--- config.mk ---
export PLATFORM = sky130hd
export DESIGN_NAME = spad_link
export DESIGN_NICKNAME = d
export VERILOG_FILES = /design/src/rtl/spad_pkg.sv /design/src/rtl/spad_tick.sv /design/src/rtl/spad_pad_reg.sv /design/src/rtl/spad_host.sv /design/src/rtl/spad_link.sv
export SDC_FILE = /design/constraint.sdc
export NUM_CORES = 1
export LEC_CHECK = 0
export BUFFER_PORTS_ARGS = -buffer_cell sky130_fd_sc_hd__buf_4
export CAP_MARGIN = 5
export CORE_AREA = 2 2 66 68
export CTS_CLUSTER_DIAMETER = 150
export CTS_CLUSTER_SIZE = 8
export DETAILED_ROUTE_END_ITERATION = 8
export DIE_AREA = 0 0 68 70
export PLACE_DENSITY_LB_ADDON = 0.2
export SYNTH_ARGS = -nofsm -noshare
export SYNTH_HDL_FRONTEND = slang
export SYNTH_HIERARCHICAL = 1
export SYNTH_SLANG_ARGS = --single-unit
--- constraint.sdc ---
create_clock -name clk -period 1.9 [get_ports clk]
set_input_delay 0.095 -clock clk [delete_from_list [all_inputs] [get_ports clk]]
set_output_delay 0.095 -clock clk [all_outputs]
set_load 0.005 [all_outputs]
--- src/rtl/spad_pkg.sv ---
// Package: shared types for the serial pad link.
// Assumes: the host sequencer walks these phases in the listed order.
package spad_pkg;

    // Host poll phases
    typedef enum logic [2:0] {
        PH_LATCH  = 3'd0,
        PH_SETTLE = 3'd1,
        PH_LOW    = 3'd2,
        PH_HIGH   = 3'd3,
        PH_GAP    = 3'd4
    } poll_phase_e;

    // Helper to size counters (at least one bit)
    function automatic int cnt_width(input int max_val);
        return (max_val < 2) ? 1 : $clog2(max_val + 1);
    endfunction

endpackage

--- src/rtl/spad_tick.sv ---
// Module: spad_tick
// Issues a one-cycle tick every DIV system cycles. The tick paces
// every phase of the host poll.
// Assumes: DIV >= 2, so that the pad register settles before a sample.
module spad_tick #(
    parameter int DIV = 4
) (
    input  logic clk,
    input  logic rst_n,
    output logic tick
);
    localparam int CW = spad_pkg::cnt_width(DIV - 1);
    localparam logic [CW-1:0] LAST = CW'(DIV - 1);

    logic [CW-1:0] div_q;

    // Free-running divide counter, wraps at DIV-1
    always_ff @(posedge clk) begin
        if (!rst_n)
            div_q <= '0;
        else if (div_q == LAST)
            div_q <= '0;
        else
            div_q <= div_q + 1'b1;
    end

    assign tick = (div_q == LAST);

endmodule

--- src/rtl/spad_pad_reg.sv ---
// Module: spad_pad_reg
// Pad-side parallel-in, serial-out register.
// While the mode line is high, every stage follows its button input.
// While it is low, each rising edge of the pad clock shifts the
// register towards the last stage.
// Assumes: the pad clock is a slow level sampled in the system clock
// domain. There is deliberately no reset: the contents are undefined
// until the first capture.
module spad_pad_reg #(
    parameter int NBITS = 8
) (
    input  logic             clk,
    input  logic             pad_latch,
    input  logic             pad_clk,
    input  logic [NBITS-1:0] btn_n,
    input  logic             ser_in,
    output logic             pad_data
);
    logic             clk_prev_q;
    logic             shift_en;
    logic [NBITS-1:0] stage_q;

    // Remember the previous pad clock level, to find its rising edge
    always_ff @(posedge clk) begin
        clk_prev_q <= pad_clk;
    end

    assign shift_en = pad_clk & ~clk_prev_q & ~pad_latch;

    // One storage element per stage; stage 0 is fed from ser_in
    for (genvar g = 0; g < NBITS; g++) begin : g_stage
        if (g == 0) begin : g_first
            // First stage: button level, or the serial input on a shift
            always_ff @(posedge clk) begin
                if (pad_latch)
                    stage_q[g] <= btn_n[g];
                else if (shift_en)
                    stage_q[g] <= ser_in;
            end
        end else begin : g_rest
            // Later stage: button level, or its neighbour on a shift
            always_ff @(posedge clk) begin
                if (pad_latch)
                    stage_q[g] <= btn_n[g];
                else if (shift_en)
                    stage_q[g] <= stage_q[g-1];
            end
        end
    end

    assign pad_data = stage_q[NBITS-1];

endmodule

--- src/rtl/spad_host.sv ---
// Module: spad_host
// Host poller. On each poll it raises the mode line, drops it, and
// samples the first bit before any clock pulse. It then issues NBITS
// pad clock pulses and samples after each of the first NBITS-1 of them.
// The pulse after the last sample moves the serial input into the
// final stage. Finally it waits a gap before the next poll.
// Assumes: NBITS >= 2, and a tick from spad_tick with DIV >= 2.
module spad_host #(
    parameter int NBITS       = 8,
    parameter int LATCH_TICKS = 2,
    parameter int GAP_TICKS   = 4
) (
    input  logic             clk,
    input  logic             rst_n,
    input  logic             tick,
    input  logic             pad_data,
    output logic             pad_latch,
    output logic             pad_clk,
    output logic [NBITS-1:0] buttons,
    output logic             buttons_valid
);
    import spad_pkg::*;

    localparam int IW = cnt_width(NBITS);
    localparam int TW = cnt_width((LATCH_TICKS > GAP_TICKS) ? LATCH_TICKS : GAP_TICKS);
    localparam logic [TW-1:0] LATCH_LAST = TW'(LATCH_TICKS - 1);
    localparam logic [TW-1:0] GAP_LAST   = TW'(GAP_TICKS - 1);
    localparam logic [IW-1:0] LAST_BIT   = IW'(NBITS - 1);
    localparam logic [IW-1:0] ALL_BITS   = IW'(NBITS);

    poll_phase_e      phase_q;
    logic [TW-1:0]    wait_q;
    logic [IW-1:0]    bit_q;
    logic [IW-1:0]    pulse_q;
    logic [NBITS-1:0] acc_q;
    logic [NBITS-1:0] acc_next;
    logic             take_sample;

    // Next accumulator value: shift in the inverted data line (1 = pressed)
    assign acc_next = {acc_q[NBITS-2:0], ~pad_data};

    // Sample at the end of the settle tick, and at the end of each high
    // phase while bits are still owed
    assign take_sample = tick &&
                         ((phase_q == PH_SETTLE) ||
                          ((phase_q == PH_HIGH) && (bit_q < ALL_BITS)));

    // Poll sequencer: phase, mode line and pad clock
    always_ff @(posedge clk) begin
        if (!rst_n) begin
            phase_q   <= PH_LATCH;
            wait_q    <= '0;
            pulse_q   <= '0;
            pad_latch <= 1'b1;
            pad_clk   <= 1'b1;
        end else if (tick) begin
            case (phase_q)
                PH_LATCH: begin
                    if (wait_q == LATCH_LAST) begin
                        wait_q    <= '0;
                        pad_latch <= 1'b0;
                        phase_q   <= PH_SETTLE;
                    end else begin
                        wait_q <= wait_q + 1'b1;
                    end
                end
                PH_SETTLE: begin
                    pad_clk <= 1'b0;
                    phase_q <= PH_LOW;
                end
                PH_LOW: begin
                    pad_clk <= 1'b1;
                    pulse_q <= pulse_q + 1'b1;
                    phase_q <= PH_HIGH;
                end
                PH_HIGH: begin
                    if (pulse_q == ALL_BITS) begin
                        phase_q <= PH_GAP;
                    end else begin
                        pad_clk <= 1'b0;
                        phase_q <= PH_LOW;
                    end
                end
                PH_GAP: begin
                    if (wait_q == GAP_LAST) begin
                        wait_q    <= '0;
                        pulse_q   <= '0;
                        pad_latch <= 1'b1;
                        phase_q   <= PH_LATCH;
                    end else begin
                        wait_q <= wait_q + 1'b1;
                    end
                end
                default: begin
                    phase_q   <= PH_LATCH;
                    pad_latch <= 1'b1;
                    pad_clk   <= 1'b1;
                end
            endcase
        end
    end

    // Sample collection, output vector and strobe
    always_ff @(posedge clk) begin
        if (!rst_n) begin
            bit_q         <= '0;
            acc_q         <= '0;
            buttons       <= '0;
            buttons_valid <= 1'b0;
        end else begin
            buttons_valid <= 1'b0;
            if (tick && (phase_q == PH_LATCH))
                bit_q <= '0;
            if (take_sample) begin
                acc_q <= acc_next;
                bit_q <= bit_q + 1'b1;
                if (bit_q == LAST_BIT) begin
                    buttons       <= acc_next;
                    buttons_valid <= 1'b1;
                end
            end
        end
    end

    // the pad clock stays high while the mode line is high
    assert_clk_idle_high_R6: assert property (@(posedge clk) disable iff (!rst_n)
        pad_latch |-> pad_clk);

    // a rising pad clock edge only happens in serial mode
    assert_rise_in_serial_R6: assert property (@(posedge clk) disable iff (!rst_n)
        $rose(pad_clk) |-> !pad_latch);

    // no more than NBITS pulses in one poll
    assert_pulse_bound_R6: assert property (@(posedge clk) disable iff (!rst_n)
        pulse_q <= ALL_BITS);

    // the strobe never lasts more than one cycle
    assert_strobe_single_R7: assert property (@(posedge clk) disable iff (!rst_n)
        buttons_valid |=> !buttons_valid);

endmodule

--- src/rtl/spad_link.sv ---
// Module: spad_link
// Top level: the host poller and the pad register joined by the three
// link signals. Those signals are also brought out for observation.
// Assumes: btn_n and ser_in are already synchronous to clk.
module spad_link #(
    parameter int NBITS       = 8,
    parameter int DIV         = 4,
    parameter int LATCH_TICKS = 2,
    parameter int GAP_TICKS   = 4
) (
    input  logic             clk,
    input  logic             rst_n,
    input  logic [NBITS-1:0] btn_n,
    input  logic             ser_in,
    output logic             pad_latch,
    output logic             pad_clk,
    output logic             pad_data,
    output logic [NBITS-1:0] buttons,
    output logic             buttons_valid
);
    logic tick;

    spad_tick #(.DIV(DIV)) tick_i (
        .clk   (clk),
        .rst_n (rst_n),
        .tick  (tick)
    );

    spad_host #(
        .NBITS       (NBITS),
        .LATCH_TICKS (LATCH_TICKS),
        .GAP_TICKS   (GAP_TICKS)
    ) host_i (
        .clk           (clk),
        .rst_n         (rst_n),
        .tick          (tick),
        .pad_data      (pad_data),
        .pad_latch     (pad_latch),
        .pad_clk       (pad_clk),
        .buttons       (buttons),
        .buttons_valid (buttons_valid)
    );

    spad_pad_reg #(.NBITS(NBITS)) pad_i (
        .clk       (clk),
        .pad_latch (pad_latch),
        .pad_clk   (pad_clk),
        .btn_n     (btn_n),
        .ser_in    (ser_in),
        .pad_data  (pad_data)
    );

    // one cycle of parallel mode puts button 8 on the data line
    assert_capture_follows_R1: assert property (@(posedge clk) disable iff (!rst_n)
        $past(pad_latch) |-> (pad_data == $past(btn_n[NBITS-1])));

endmodule

==> summary.md, run 1 <==
| Metric | Value |
|---|---|
| Clock Power Share | 0.348 |
| Worst vdd ir | 0.416 mV |
| Top-count cell post-synth | dfxtp_1 |
| Pre-antenna DRT Iters | 4 |
| Antenna violations before repair | 0 |
| CP startpoint kind | flip-flop |
| Endpoints failing hold | 0 |
| Root Driver | clkbuf_8 |
| Final Util | 0.541 |
| Main synth FF type | dfxtp_1 |
| Routed vias | 1358 |
| Placed Area | 0.00216 mm^2 |
| Post-route design area | 0.00224 mm^2 |
| CP max stage delay | 0.38 ns |
| Via/cell ratio | 5.26 |
| Largest area contributor in the netlist | dfxtp_1 |
| NetSw | 353 uW |
| Reg2reg setup slack | 0.20 ns |
| Final-stage net count | 224 |
| Sequential fraction of the synthesis area | 0.475 |
| Internal Power | 1.25 mW |
| Remaining antenna violation count | 0 |
| Setup clock skew after layout | 0.00302 ns |
| Cts hold-fix bufs | 0 |
| Register share of total power | 0.595 |
| Mapped Area | 0.00198 mm^2 |
| Relative slew margins | 0.611 |
| Setup repair bufs after CTS | 0 |
| Synthesized area per cell | 10.9 um^2 |
| Grt ovf | 0 |
| DRT iter0 DRCs | 84 |
| Max Cap Viol | 0 |
| CTS clk-pin slew, worst paths | 0.08 ns |
| Final setup fails | 0 |
| Initial core utilization | 0.478 |
| Clock latency at the later pin of the worst-skew pair | 0.29 ns |
| Net Sw Frac | 0.220 |
| Syn_nets | 200 |
| Slew @ Worst Pin | 0.582 ns |
| Post-synth top area share | 0.354 |
| Top cells by count, synth | dfxtp_1 (35), nor2_1 (25), mux2i_1 (15) |
| CP required | 2.09 ns |
| Inserted Clock Buffers | 5 |
| Crit end category | flip-flop |
| Residual DRC | 0 |
| Diode count | 0 |
| RSZ-0062 raised after global routing | no |
| Crit path kind | flip-flop to flip-flop |
| Fin. max-slew vios | 0 |
| Final Cycle Share | 0.897 |
| Post-synth EDFFs | 8 |
| Synth Warn # | 6 |
| GR Util All Layers | 0.160 |
| Core ar. | 0.00414 mm^2 |
| Worst path slowest cell | ha_1 |
| Detailed Route WL | 3.44 mm |
| Die area | 0.00476 mm^2 |
| Cell count after synthesis | 181 |
| Status | completed |
| Io pins | 23 |
| Clock Sinks | 43 |
| First-pass GRT wire length | 5.83 mm |
| # rows | 24 |
| Die X | 68 um |
| WHS | 0.0338 ns |
| CTS tree | yes |
| IO buf count | 22 |
| Power Density | 717 mW/mm^2 |
| F_max | 587 MHz |
| Asr flop ratio synth | 0 |
| Crit-path cells | ha_1 > or2b_4 > a21oi_1 > mux2i_1 > nor2_1 |
| Hold crit path type | input pin to flip-flop |
| H-tree levels | 2 |
| Area Overhead vs Synth | 13.2% |
| R2R cell count | 5 |
| Post-cts sizing count | 0 |
| Crit-path max FO | 9 |
| Largest cells by area after synthesis | dfxtp_1 (35%), edfxtp_1 (12%), mux2i_1 (7.6%), mux2_4 (6.8%), ha_1 (5.1%) |
| Leak | 0.896 nW |
| Number of synthesized register bits | 43 |
| Period minus WS final | 1.70 ns |
| Worst Hold Depth | 2 |
| Arrival time worst endpoint | 1.89 ns |
| GPL Wtd Cong | 0.803 |
| Pin count of the biggest net entering global routing | 16 |
| Via count of the first global-routing pass | 1348 |
| DP Wirelength | 2.46 mm |
| Clock Path Buffers | 2 |
| Setup tns final | 0 ns |
| Combinational share of power | 0.056 |
| DR WL/cell | 13.3 um |
| Unique masters post-synth | 44 |
| Fraction of layout cells with a size suffix above 1 | 0.243 |
| Die height | 70 um |
## layout make-up
cell class / instances / area (um^2)
clock buffers: 6 / 72.6
clock inverters: 2 / 12.5
fillers: 385 / 1900
inverters: 10 / 37.5
multi-input cells: 120 / 926
flip-flops and latches: 43 / 941
well taps: 52 / 65.1
repair buffers: 25 / 188
## critical path, delay by kind of cell (launching register included)
kind,cells,cell delay (ns)
AND/OR/NAND/NOR,2,0.39
adder cells (fa/ha/maj),1,0.38
AO/OA/AOI/OAI,1,0.25
multiplexers,1,0.23
flip-flops,1,0.36
## worst paths after layout
path	startpoint	to
worst max-delay path	tick_i/div_q[0]	host_i/pulse_q[1]
worst min-delay path	rst_n	host_i/pad_clk
worst max register to register	tick_i/div_q[0]	host_i/pulse_q[1]
worst min register to register	host_i/pad_clk	pad_i/clk_prev_q
## flip-flops by register name, indices dropped and copies added (netlist names)
register              flops
tick_i/div_q              2
host_i/buttons            8
pad_i/stage_q             7
host_i/pulse_q            4
host_i/pad_latch          1
host_i/acc_q              7
pad_i/pad_data            1
host_i/bit_q              4
host_i/wait_q             3
host_i/buttons_valid      1
host_i/phase_q            3
pad_i/clk_prev_q          1
host_i/pad_clk            1
## metal layers
metal,vias up,global-route usage,share of wire
li1,679,-,-
met1,646,0.201,0.46
met2,27,0.257,0.49
met3,6,0.0435,0.041
met4,0,0.0622,0.013
met5,-,0,0
## power groups by stage
stage | sequential, mW | combinational (mW) | clock, mW
after global routing | 0.959 | 0.0992 | 0.618
after detailed placement | 0.978 | 0.0902 | 0
final | 0.957 | 0.0900 | 0.560
after CTS | 0.957 | 0.0907 | 0.589
after global placement | 0.977 | 0.0869 | 0
after floorplan | 0.975 | 0.0620 | 0
## cell families after synthesis
| logic type | count (synthesis) | share of synthesized area |
|---|---|---|
| AO/OA/AOI/OAI | 30 | 0.107 |
| XOR/XNOR | 3 | 0.0133 |
| adder cells (fa/ha/maj) | 8 | 0.0505 |
| buffers and inverters | 18 | 0.0575 |
| flip-flops | 43 | 0.475 |
| multiplexers | 24 | 0.144 |
| AND/OR/NAND/NOR | 55 | 0.153 |
## placed cells by master (no fill, tap or decap), types with 2 or more instances in the layout
master | synthesis | final
dfxtp_1 | 35 | 35
nor2_1 | 25 | 25
buf_4 | 1 | 25
mux2i_1 | 15 | 15
a21oi_1 | 9 | 9
mux2_4 | 9 | 9
inv_1 | 8 | 8
nand2_1 | 8 | 8
ha_1 | 8 | 8
edfxtp_1 | 8 | 8
clkbuf_8 | 0 | 5
o21ai_0 | 5 | 5
a211oi_1 | 4 | 4
nand3_1 | 4 | 4
xnor2_1 | 3 | 3
nand2b_1 | 2 | 2
a21o_1 | 2 | 2
nor2b_1 | 2 | 2
or3_1 | 2 | 2
nand3b_1 | 2 | 2
## through the flow
step | worst slack [ns] | cells | total power, mW
2_1_floorplan | 0.336 | 181 | 1.04
3_5_place_dp | 0.213 | 250 | 1.07
6_report | 0.197 | 258 | 1.61
5_1_grt | 0.0715 | 258 | 1.68
4_1_cts | 0.192 | 258 | 1.64
3_3_place_gp | 0.314 | 250 | 1.06
Power figures use the tool's default switching activity.
==> run 2, diff against run 1 <==
--- a/config.mk
+++ b/config.mk
@@ -8,11 +8,13 @@
 export BUFFER_PORTS_ARGS = -buffer_cell sky130_fd_sc_hd__buf_4
 export CAP_MARGIN = 5
 export CORE_AREA = 2 2 66 68
+export CTS_BUF_LIST = sky130_fd_sc_hd__clkbuf_16
 export CTS_CLUSTER_DIAMETER = 150
 export CTS_CLUSTER_SIZE = 8
 export DETAILED_ROUTE_END_ITERATION = 8
 export DIE_AREA = 0 0 68 70
 export PLACE_DENSITY_LB_ADDON = 0.2
+export SETUP_SLACK_MARGIN = 0.05
 export SYNTH_ARGS = -nofsm -noshare
 export SYNTH_HDL_FRONTEND = slang
 export SYNTH_HIERARCHICAL = 1
==> run 2 against run 1 <==
- sequential power about the same
- global-route usage up 0.10 points
- maximum frequency is 0.12% higher
- critical path depth did not move
- power grew 16%
- first-iteration DRC count fell by 15%
- critical path type unchanged
==> summary.md, run 2 (synthesized netlist as in run 1, its figures left out) <==
| Metric | Value |
|---|---|
| Highest-count cells in the layout ignoring fill and taps | dfxtp_1 (35), nor2_1 (25), buf_4 (25) (unchanged) |
| Via count of the first global-routing pass | 1344 (was 1348) |
| Diode count | 0 (unchanged) |
| Status | completed (unchanged) |
| Slew @ Worst Pin | 0.582 ns (about the same) |
| Remaining antenna violation count | 0 (unchanged) |
| Inserted Clock Buffers | 5 (unchanged) |
| Clock Sinks | 43 (unchanged) |
| Final Cycle Share | 0.895 (was 0.897) |
| Number of flip-flops in the largest register | 8 (unchanged) |
| Crit-path max FO | 9 (unchanged) |
| Pin count of the biggest net entering global routing | 16 (unchanged) |
| Die X | 68 um (unchanged) |
| Most flop-heavy register | host_i/buttons (unchanged) |
| Fraction of layout cells with a size suffix above 1 | 0.243 (unchanged) |
| Initial core utilization | 0.478 (unchanged) |
| F_max | 588 MHz (was 587 MHz) |
| Leak | 0.926 nW (was 0.896 nW) |
| Relative slew margins | 0.611 (about the same) |
| Post-cts sizing count | 0 (unchanged) |
| GR Util All Layers | 0.161 (was 0.160) |
| Net Sw Frac | 0.207 (was 0.220) |
| Cts hold-fix bufs | 0 (unchanged) |
| Clock latency at the later pin of the worst-skew pair | 0.28 ns (was 0.29 ns) |
| Setup repair bufs after CTS | 0 (unchanged) |
| Routed vias | 1350 (was 1358) |
| Setup tns final | 0 ns (unchanged) |
| CTS tree | yes (unchanged) |
| Worst vdd ir | 0.530 mV (was 0.416 mV) |
| Endpoints failing hold | 0 (unchanged) |
| Root Driver | clkbuf_16 (was clkbuf_8) |
| CP required | 2.07 ns (was 2.09 ns) |
| Worst setup margin | 0.199 ns (was 0.197 ns) |
| Die area | 0.00476 mm^2 (unchanged) |
| Most common cell after layout, fill and taps aside | dfxtp_1 (unchanged) |
| Period minus WS final | 1.70 ns (about the same) |
| WHS | 0.0495 ns (was 0.0338 ns) |
| Die height | 70 um (unchanged) |
| Max Cap Viol | 0 (unchanged) |
| Io pins | 23 (unchanged) |
| Final setup fails | 0 (unchanged) |
| CTS clk-pin slew, worst paths | 0.06 ns (was 0.08 ns) |
| First-pass GRT wire length | 5.82 mm (was 5.83 mm) |
| Final-stage net count | 224 (unchanged) |
| Clock Path Buffers | 2 (unchanged) |
| Detailed Route WL | 3.42 mm (was 3.44 mm) |
| Grt ovf | 0 (unchanged) |
| Power Density | 810 mW/mm^2 (was 717 mW/mm^2) |
| DRT iter0 DRCs | 71 (was 84) |
| Residual DRC | 0 (unchanged) |
| Combinational share of power | 0.048 (was 0.056) |
| CP startpoint kind | flip-flop (unchanged) |
| Pre-CTS WS | 0.213 ns (unchanged) |
| IO buf count | 22 (unchanged) |
| RSZ-0062 raised after global routing | no (unchanged) |
| DP Wirelength | 2.46 mm (unchanged) |
| Internal Power | 1.48 mW (was 1.25 mW) |
| Crit path kind | flip-flop to flip-flop (unchanged) |
| Placed Area | 0.00216 mm^2 (unchanged) |
| Antenna violations before repair | 0 (unchanged) |
| H-tree levels | 2 (unchanged) |
| NetSw | 385 uW (was 353 uW) |
| Clock Power Share | 0.437 (was 0.348) |
| Via/cell ratio | 5.23 (was 5.26) |
| GPL Wtd Cong | 0.803 (unchanged) |
| Core ar. | 0.00414 mm^2 (unchanged) |
| Area Overhead vs Synth | 16.0% (was 13.2%) |
| Arrival time worst endpoint | 1.87 ns (was 1.89 ns) |
| Hold crit path type | input pin to flip-flop (unchanged) |
| # rows | 24 (unchanged) |
| DR WL/cell | 13.2 um (was 13.3 um) |
| Register share of total power | 0.514 (was 0.595) |
| Largest registers | host_i/buttons x8, host_i/acc_q x7, pad_i/stage_q x7 (unchanged) |
| Setup clock skew after layout | 0.00302 ns (about the same) |
| Pre-antenna DRT Iters | 5 (was 4) |
| Post-route design area | 0.00230 mm^2 (was 0.00224 mm^2) |
| Crit end category | flip-flop (unchanged) |
| Fin. max-slew vios | 0 (unchanged) |
[run 2: critical path, stage by stage (launching register included)]
cell and delay [ns]:
dfxtp_1 0.35, ha_1 0.38, or2b_4 0.33, a21oi_1 0.25
mux2i_1 0.23, nor2_1 0.06
[run 2: layout make-up]
| class | count | area [um^2] |
|---|---|---|
| well taps | 52 | 65.1 |
| clock inverters | 3 | 16.3 |
| inverters | 10 | 37.5 |
| flip-flops and latches | 43 | 941 |
| repair buffers | 25 | 188 |
| fillers | 373 | 1850 |
| clock buffers | 5 | 125 |
| multi-input cells | 120 | 926 |
[run 2: through the flow]
| step | util | instances | power, mW |
|---|---|---|---|
| global route | 0.555 | 258 | 1.93 |
| global placement | 0.521 | 250 | 1.06 |
| floorplan | - | 181 | 1.04 |
| CTS | 0.555 | 258 | 1.88 |
| detailed placement | 0.521 | 250 | 1.07 |
| finish | 0.555 | 258 | 1.86 |
[run 2: final timing paths]
check,from,to,slack [ns],cells past startpoint
max,tick_i/div_q[0],host_i/pulse_q[1],0.20,5
min,rst_n,host_i/pad_clk,0.05,2
max reg2reg,tick_i/div_q[0],host_i/pulse_q[1],0.20,5
min reg2reg,host_i/pad_clk,pad_i/clk_prev_q,0.41,0
[run 2: power by group through the flow]
stage	combinational, mW	clock [mW]	sequential (mW)
after floorplan	0.0620	0	0.975
after global placement	0.0869	0	0.977
after detailed placement	0.0902	0	0.978
after CTS	0.0907	0.833	0.959
after global routing	0.0992	0.871	0.960
final	0.0899	0.814	0.958
[run 2: metal layers]
layer	GRT usage	up-vias	wire length (um)
li1	-	684	-
met1	0.203	629	1570
met2	0.252	32	1650
met3	0.0515	5	159
met4	0.0622	0	34
met5	0	-	0
==> run 3, diff against run 2 <==
--- a/config.mk
+++ b/config.mk
@@ -13,8 +13,10 @@
 export CTS_CLUSTER_SIZE = 8
 export DETAILED_ROUTE_END_ITERATION = 8
 export DIE_AREA = 0 0 68 70
+export MAX_ROUTING_LAYER = met4
 export PLACE_DENSITY_LB_ADDON = 0.2
 export SETUP_SLACK_MARGIN = 0.05
+export SKIP_LAST_GASP = 1
 export SYNTH_ARGS = -nofsm -noshare
 export SYNTH_HDL_FRONTEND = slang
 export SYNTH_HIERARCHICAL = 1
==> run 3 against run 2 <==
- utilization unchanged
- final area is the same
- clock power hardly changed
- non-clock buffer count unchanged
- largest power group unchanged
- worst setup slack got worse by 0.00054 ns
==> summary.md, run 3 (synthesized netlist as in run 1, its figures left out) <==
| Metric | Value |
|---|---|
| Root Driver | clkbuf_16 (unchanged) |
| Worst path slowest cell | ha_1 (unchanged) |
| Final setup fails | 0 (unchanged) |
| Crit-path max FO | 9 (unchanged) |
| Fillers | 373 (unchanged) |
| Post-route design area | 0.00230 mm^2 (unchanged) |
| Most common cell after layout, fill and taps aside | dfxtp_1 (unchanged) |
| Final Total Pwr | 1.86 mW (about the same) |
| Diode count | 0 (unchanged) |
| Crit-path cells | ha_1 > or2b_4 > a21oi_1 > mux2i_1 > nor2_1 (unchanged) |
| Pin count of the biggest net entering global routing | 16 (unchanged) |
| Pre-CTS WS | 0.213 ns (unchanged) |
| Fin. max-slew vios | 0 (unchanged) |
| CP startpoint kind | flip-flop (unchanged) |
| Hold crit path type | input pin to flip-flop (unchanged) |
| Cts hold-fix bufs | 0 (unchanged) |
| Highest-count cells in the layout ignoring fill and taps | dfxtp_1 (35), nor2_1 (25), buf_4 (25) (unchanged) |
| Slew @ Worst Pin | 0.582 ns (unchanged) |
| Area Overhead vs Synth | 16.0% (unchanged) |
| Endpoints failing hold | 0 (unchanged) |
| Crit path kind | flip-flop to flip-flop (unchanged) |
| Remaining antenna violation count | 0 (unchanged) |
| Max Cap Viol | 0 (unchanged) |
| GR Util All Layers | 0.165 (was 0.161) |
| F_max | 588 MHz (about the same) |
| Detailed Route WL | 3.42 mm (about the same) |
| Final Cycle Share | 0.896 (was 0.895) |
| Worst vdd ir | 0.530 mV (about the same) |
| Via count of the first global-routing pass | 1344 (unchanged) |
| Die area | 0.00476 mm^2 (unchanged) |
| Leak | 0.926 nW (unchanged) |
| CP max stage delay | 0.38 ns (about the same) |
| DP Wirelength | 2.46 mm (unchanged) |
| Setup tns final | 0 ns (unchanged) |
| CTS tree | yes (unchanged) |
| Number of flip-flops in the largest register | 8 (unchanged) |
| DR WL/cell | 13.2 um (about the same) |
| Io pins | 23 (unchanged) |
| DRT iter0 DRCs | 80 (was 71) |
| Placed Area | 0.00216 mm^2 (unchanged) |
| Inserted Clock Buffers | 5 (unchanged) |
| Relative slew margins | 0.611 (unchanged) |
| Clock latency at the later pin of the worst-skew pair | 0.28 ns (about the same) |
| Residual DRC | 0 (unchanged) |
| Antenna violations before repair | 0 (unchanged) |
| Pre-antenna DRT Iters | 4 (was 5) |
| H-tree levels | 2 (unchanged) |
| Crit end category | flip-flop (unchanged) |
| Final-stage net count | 224 (unchanged) |
| First-pass GRT wire length | 5.82 mm (unchanged) |
| Clock Path Buffers | 2 (unchanged) |
| IO buf count | 22 (unchanged) |
| CP required | 2.07 ns (about the same) |
| RSZ-0062 raised after global routing | no (unchanged) |
| GPL Wtd Cong | 0.815 (was 0.803) |
| Arrival time worst endpoint | 1.87 ns (about the same) |
| Via/cell ratio | 5.21 (was 5.23) |
| Clock Sinks | 43 (unchanged) |
| Die height | 70 um (unchanged) |
| Fraction of layout cells with a size suffix above 1 | 0.243 (unchanged) |
| Worst setup margin | 0.198 ns (was 0.199 ns) |
| Grt ovf | 0 (unchanged) |
| Die X | 68 um (unchanged) |
| Setup clock skew after layout | 0.00303 ns (was 0.00302 ns) |
| Initial core utilization | 0.478 (unchanged) |
| Post-cts sizing count | 0 (unchanged) |
| Status | completed (unchanged) |
| CTS clk-pin slew, worst paths | 0.06 ns (about the same) |
| Most flop-heavy register | host_i/buttons (unchanged) |
| Largest registers | host_i/buttons x8, host_i/acc_q x7, pad_i/stage_q x7 (unchanged) |
| Period minus WS final | 1.70 ns (about the same) |
| Core ar. | 0.00414 mm^2 (unchanged) |
| Setup repair bufs after CTS | 0 (unchanged) |
| Routed vias | 1345 (was 1350) |
| # rows | 24 (unchanged) |
| Power Density | 810 mW/mm^2 (about the same) |
-- run 3: cell counts in the layout (fill, tap and decap cells not counted) --
Identical to the previous run, type by type.
-- run 3: where the power goes --
| group | switching (mW) | leakage (nW) | total [mW] | internal, mW |
|---|---|---|---|---|
| Clock | 0.335 | 0.0710 | 0.814 | 0.479 |
| Combinational | 0.0396 | 0.488 | 0.0899 | 0.0504 |
| Sequential | 0.0105 | 0.367 | 0.958 | 0.948 |
-- run 3: metal layers --
metal / vias to the layer above / share of wire / GRT usage
li1: 682 / - / -
met1: 628 / 0.45 / 0.203
met2: 30 / 0.49 / 0.252
met3: 5 / 0.052 / 0.0515
met4: 0 / 0.010 / 0.0622
met5: - / 0 / -
-- run 3: stage by stage --
step / hold WS, ns / instances / util
2_1_floorplan: 0.181 / 181 / -
3_3_place_gp: 0.334 / 250 / 0.521
3_5_place_dp: 0.344 / 250 / 0.521
4_1_cts: 0.0451 / 258 / 0.555
5_1_grt: 0.0601 / 258 / 0.555
6_report: 0.0494 / 258 / 0.555
-- run 3: final timing paths --
path                                       from                end  slack, ns  depth (start not counted)
worst min-delay path                      rst_n     host_i/pad_clk       0.05                          2
worst min register to register   host_i/pad_clk   pad_i/clk_prev_q       0.41                          0
worst max-delay path            tick_i/div_q[0]  host_i/pulse_q[1]       0.20                          5
worst max register to register  tick_i/div_q[0]  host_i/pulse_q[1]       0.20                          5
-- run 3: final cells by class --
type / instances / area [um^2] / share of cell area
multi-input combinational: 120 / 926 / 0.403
inverter: 10 / 37.5 / 0.0163
clock inverter: 3 / 16.3 / 0.00708
tap: 52 / 65.1 / 0.0283
sequential: 43 / 941 / 0.409
timing repair buffer: 25 / 188 / 0.0817
clock buffer: 5 / 125 / 0.0544
-- run 3: critical path, delay by kind of cell, from the launching register on --
family                   cells  cell delay, ns
AO/OA/AOI/OAI                1            0.25
adder cells (fa/ha/maj)      1            0.38
flip-flops                   1            0.35
multiplexers                 1            0.23
AND/OR/NAND/NOR              2            0.39
